--- src/rtl/drive_track_state.sv ---
module drive_track_state #(
  parameter int CW      = 8,
  parameter int MAX_CYL = 79
) (
  input  logic          clk,
  input  logic          rst_n,
  input  logic          seek_req,
  input  logic [1:0]    seek_mode,
  input  logic [CW-1:0] seek_arg,
  input  logic          media_insert,
  input  logic          media_eject,
  input  logic          dir_rd,
  input  logic          sense_rd,
  output logic [CW-1:0] cyl,
  output logic          seek_done,
  output logic          disk_chg,
  output logic [7:0]    dir_q,
  output logic [7:0]    sense_st0
);
  localparam logic [CW:0] MAXW = (CW+1)'(MAX_CYL);

  logic [CW-1:0] cyl_q, tgt;
  logic [CW:0]   sum;
  logic          chg_q, media_q, pend_q, done_q, step;

  assign sum = {1'b0, cyl_q} + {1'b0, seek_arg};

  always_comb begin
    case (seek_mode)
      2'b01:   tgt = (sum > MAXW) ? CW'(MAX_CYL) : sum[CW-1:0];
      2'b10:   tgt = (cyl_q > seek_arg) ? cyl_q - seek_arg : '0;
      default: tgt = ({1'b0, seek_arg} > MAXW) ? CW'(MAX_CYL) : seek_arg;
    endcase
  end

  assign step = seek_req && (tgt != cyl_q);

  always_ff @(posedge clk) begin
    if (!rst_n) begin
      cyl_q   <= '0;
      chg_q   <= 1'b1;
      media_q <= 1'b0;
      pend_q  <= 1'b0;
      done_q  <= 1'b0;
      dir_q   <= 8'h00;
    end else begin
      done_q <= seek_req;
      if (seek_req) cyl_q <= tgt;
      if (seek_req) pend_q <= 1'b1;
      else if (sense_rd) pend_q <= 1'b0;
      if (media_eject) media_q <= 1'b0;
      else if (media_insert) media_q <= 1'b1;
      if (media_eject || media_insert) chg_q <= 1'b1;
      else if (step && media_q) chg_q <= 1'b0;
      if (dir_rd) dir_q <= {chg_q, 7'b0};
    end
  end

  assign cyl       = cyl_q;
  assign seek_done = done_q;
  assign disk_chg  = chg_q;
  assign sense_st0 = pend_q ? 8'h20 : 8'h80;


  done_after_req_chk: assert property (@(posedge clk) disable iff (!rst_n)
    seek_req |=> seek_done);

  no_spurious_done_chk: assert property (@(posedge clk) disable iff (!rst_n)
    !seek_req |=> !seek_done);

  cyl_range_chk: assert property (@(posedge clk) disable iff (!rst_n)
    cyl <= CW'(MAX_CYL));

  eject_sets_chk: assert property (@(posedge clk) disable iff (!rst_n)
    media_eject |=> disk_chg);

  clear_needs_step_chk: assert property (@(posedge clk) disable iff (!rst_n)
    $fell(disk_chg) |-> ($past(media_q) && cyl != $past(cyl)));

  read_keeps_chk: assert property (@(posedge clk) disable iff (!rst_n)
    (dir_rd && !seek_req && disk_chg) |=> disk_chg);

  pending_after_seek_chk: assert property (@(posedge clk) disable iff (!rst_n)
    seek_req |=> sense_st0 == 8'h20);
endmodule

--- config.mk ---
export PLATFORM = sky130hd
export DESIGN_NAME = drive_track_state
export DESIGN_NICKNAME = d
export VERILOG_FILES = /design/src/rtl/drive_track_state.sv
export SDC_FILE = /design/constraint.sdc
export NUM_CORES = 1
export LEC_CHECK = 0
export ABC_AREA = 1
export BUFFER_PORTS_ARGS = -buffer_cell sky130_fd_sc_hd__buf_4
export CAP_MARGIN = 20
export CORE_UTILIZATION = 40
export CTS_CLUSTER_SIZE = 30
export DETAILED_ROUTE_END_ITERATION = 12
export GPL_TIMING_DRIVEN = 1
export PLACE_DENSITY_LB_ADDON = 0.3
export SYNTH_ARGS = -nofsm -noshare
export SYNTH_HDL_FRONTEND = slang
export SYNTH_SLANG_ARGS = --single-unit
--- constraint.sdc ---
create_clock -name clk -period 3.5 [get_ports clk]
set_input_delay 0.525 -clock clk [delete_from_list [all_inputs] [get_ports clk]]
set_output_delay 0.525 -clock clk [all_outputs]
set_load 0.005 [all_outputs]
==> out/metrics.csv <==
stage,metric,value,unit
timing,period utilization,0.7236,
cts,Setup Buffers After CTS,0,
place,placed wire-length estimate,3531,µm
cells_and_area,ant diodes,0,
route,Final ANT Viol Nets,0,
cts,"Clk pin slew, worst setup/hold paths",0.05,ns
critical_path,reg-to-reg endpoint,disk_chg,
timing,Clock Skews,0.0008712,ns
cts,Resized Gates After CTS,0,
cts,root buffer cell,clkbuf_8,
cts,clk buf depth,2,
synth,Synth area leaders,"nand2_1, dfxtp_1, ha_1",
synth,ys async rst share,0,
route,Iteration-0 DRC Markers,77,
floorplanning,core area,4354,µm²
critical_path,largest fanout on the critical path,5,
cells_and_area,Area Growth Syn to Fin,12.67,%
cts,CTS tree,done,
route,vias,1811,
synth,Yosys reg bits,13,
place,Final GP Congestion,0.9551,
run,max-cap check violation count,0,
synth,Syn. warnings,0,
synth,most common cell in the netlist,nand2_1,
floorplanning,die width,69.21,µm
route,final wirelength,4157,µm
synth,Synth Flop Type,dfxtp_1,
place,Post-Place Cells,370,
timing,Fmax,394.8,MHz
floorplanning,row cnt,24,
critical_path,critical path class,reg -> reg,
route,Via density,4.842,
timing,WHS,0.4428,ns
critical_path,Worst R2R Path Depth,22,
floorplanning,chip height,69.21,µm
synth,Synth Cell Area,1807,µm²
cts,Clock Sinks,13,
timing,Fin Setup TNS,0,ns
power,power per cell area,293.6,nW/µm²
timing,RSZ-0062 raised after global routing,no,
grt,largest net degree at the start of global routing,19,
floorplanning,Initial Util,0.4149,
route,WL per Instance,11.11,µm
route,Post-route DRC,1,
hold_path,hold depth,2,
critical_path,Critical Path RT,3.69,ns
cts,hold buffers post-CTS,0,
floorplanning,DIE AREA,4789,µm²
cts,CTS Buf Count,3,
outcome,outcome,finished with violations,
timing,post-route minimum period,2.533,ns
grt,vias in the first global route,1674,
cells_and_area,final std cells w/o fill,374,
synth,Post-synth top cells,"nand2_1, inv_1, nand3_1, a21oi_1, nor2_1",
grt,first-pass GRT wire length,7362,µm
place,Buffers on Ports,29,
grt,all-layer global routing usage,0.1845,
synth,"Seq/Total Area, Yosys",0.1440,
timing,setup violators final,0,
synth,Yosys top cell by area,nand2_1,
synth,Synth top area share,0.1517,
floorplanning,Top Ports,43,
critical_path,r2r startpoint,cyl[0],
route,drt first pass iters,8,
synth,Post-synth EDFFs,0,
cells_and_area,fraction of layout cells with a size suffix above 1,0.1522,
outcome,failing checks,DRC,
timing,endpoints failing hold,0,
hold_path,Hold Startpoint,media_eject,
synth,Post-Syn Area per Cell,6.063,µm²
synth,cells after synthesis,298,
power,maximum VDD drop,0.2491,mV
timing,Final Slew Violations,0,
critical_path,register-to-register setup slack,0.97,ns
place,Place WS,0.7756,ns
grt,initial antenna violation count,0,
grt,total congestion overflow,0,
cts,Worst-Skew Late Latency,0.25,ns
hold_path,HP Class,in -> reg,
cts,CTS H-tree lvls,1,
critical_path,Worst setup SP type,flip-flop,
critical_path,Worst EP arrival,2.73,ns
critical_path,Setup crit end kind,flip-flop,
timing,post-route setup slack,0.9672,ns
cells_and_area,Final #Nets,360,
synth,Unique masters post-synth,32,
hold_path,Hold Path End,media_q,
power,leakage power,0.001149,µW
-- layout by cell type, fill, tap and decap left out, drive strengths merged --
cell	instances
a21oi	20
a31oi	1
and2	1
buf	29
clkbuf	4
conb	13
dfxtp	13
fa	2
ha	18
inv	49
nand2	80
nand3	36
nand3b	2
nand4	4
nor2	21
nor3	2
o211ai	1
o21a	1
o21ai	13
o21bai	4
o31ai	1
or2	1
xnor2	1
xor2	5
-- cell type report --
class	count	area [µm²]
fillers	457	2318
multi-input cells	227	1261
flip-flops and latches	13	260.3
repair buffers	29	217.7
inverters	49	186.4
well taps	52	65.06
clock buffers	4	45.04
-- critical path, stage by stage, from the launching register on --
cell	delay, ns
dfxtp_1	0.40
ha_1	0.21
inv_1	0.06
fa_1	0.35
inv_1	0.12
nand2_1	0.09
nand2_2	0.11
nand2_1	0.08
nand3_1	0.08
nand2_1	0.05
nand2_1	0.14
nand2_2	0.07
nand2_2	0.08
nand3_1	0.10
nand2_1	0.10
nand2_1	0.05
nand2_1	0.05
nand2_1	0.06
nor2_1	0.08
nand2_1	0.06
nand2_1	0.05
nand2_1	0.04
nand2_1	0.05
-- per-stage QoR --
| step | cell area (µm²) | total power, µW | utilization |
|---|---|---|---|
| after global placement | 1991 | 464.2 | 0.4572 |
| after CTS | 2036 | 598.4 | 0.4675 |
| final | 2036 | 597.6 | 0.4675 |
| after global routing | 2036 | 648.5 | 0.4675 |
| after floorplan | 1852 | 398.8 | - |
| after detailed placement | 1991 | 463.3 | 0.4572 |
-- report_power, final --
group          internal (µW)  switching [µW]  total [µW]
clock network           80.6            54.9         135
registers                159            12.9         171
logic                    112             179         291
total                    351             246         598
-- worst max path at each step --
stage	startpoint	end	cells after the start	slack, ns
finish	cyl[0]	disk_chg	22	0.97
global route	cyl[0]	disk_chg	22	0.63
CTS	cyl[0]	disk_chg	20	0.96
detailed placement	seek_arg[0]	disk_chg	21	0.78
global placement	seek_arg[1]	disk_chg	22	0.78
floorplan	seek_arg[0]	disk_chg	22	1.16
-- layer usage --
| layer | vias to the layer above | GRT usage | wire [µm] |
|---|---|---|---|
| met5 | - | 0 | 0 |
| li1 | 965 | - | - |
| met2 | 50 | 0.3074 | 1954 |
| met1 | 785 | 0.2491 | 1950 |
| met4 | 0 | 0.06803 | 102 |
| met3 | 11 | 0.01308 | 150 |
-- sequential cells by signal, indices dropped and copies added (netlist names) --
signal     count
seek_done      1
dir_q          1
media_q        1
disk_chg       1
pend_q         1
cyl            8
-- kinds of logic after synthesis --
family | after synthesis | share of synthesized area
AND/OR/NAND/NOR | 147 | 0.3650
buffers and inverters | 70 | 0.1828
AO/OA/AOI/OAI | 41 | 0.1302
adder cells (fa/ha/maj) | 20 | 0.1468
flip-flops | 13 | 0.1440
XOR/XNOR | 6 | 0.02909
other | 1 | 0.002076
Note: power is estimated with default switching activity, not from simulation.
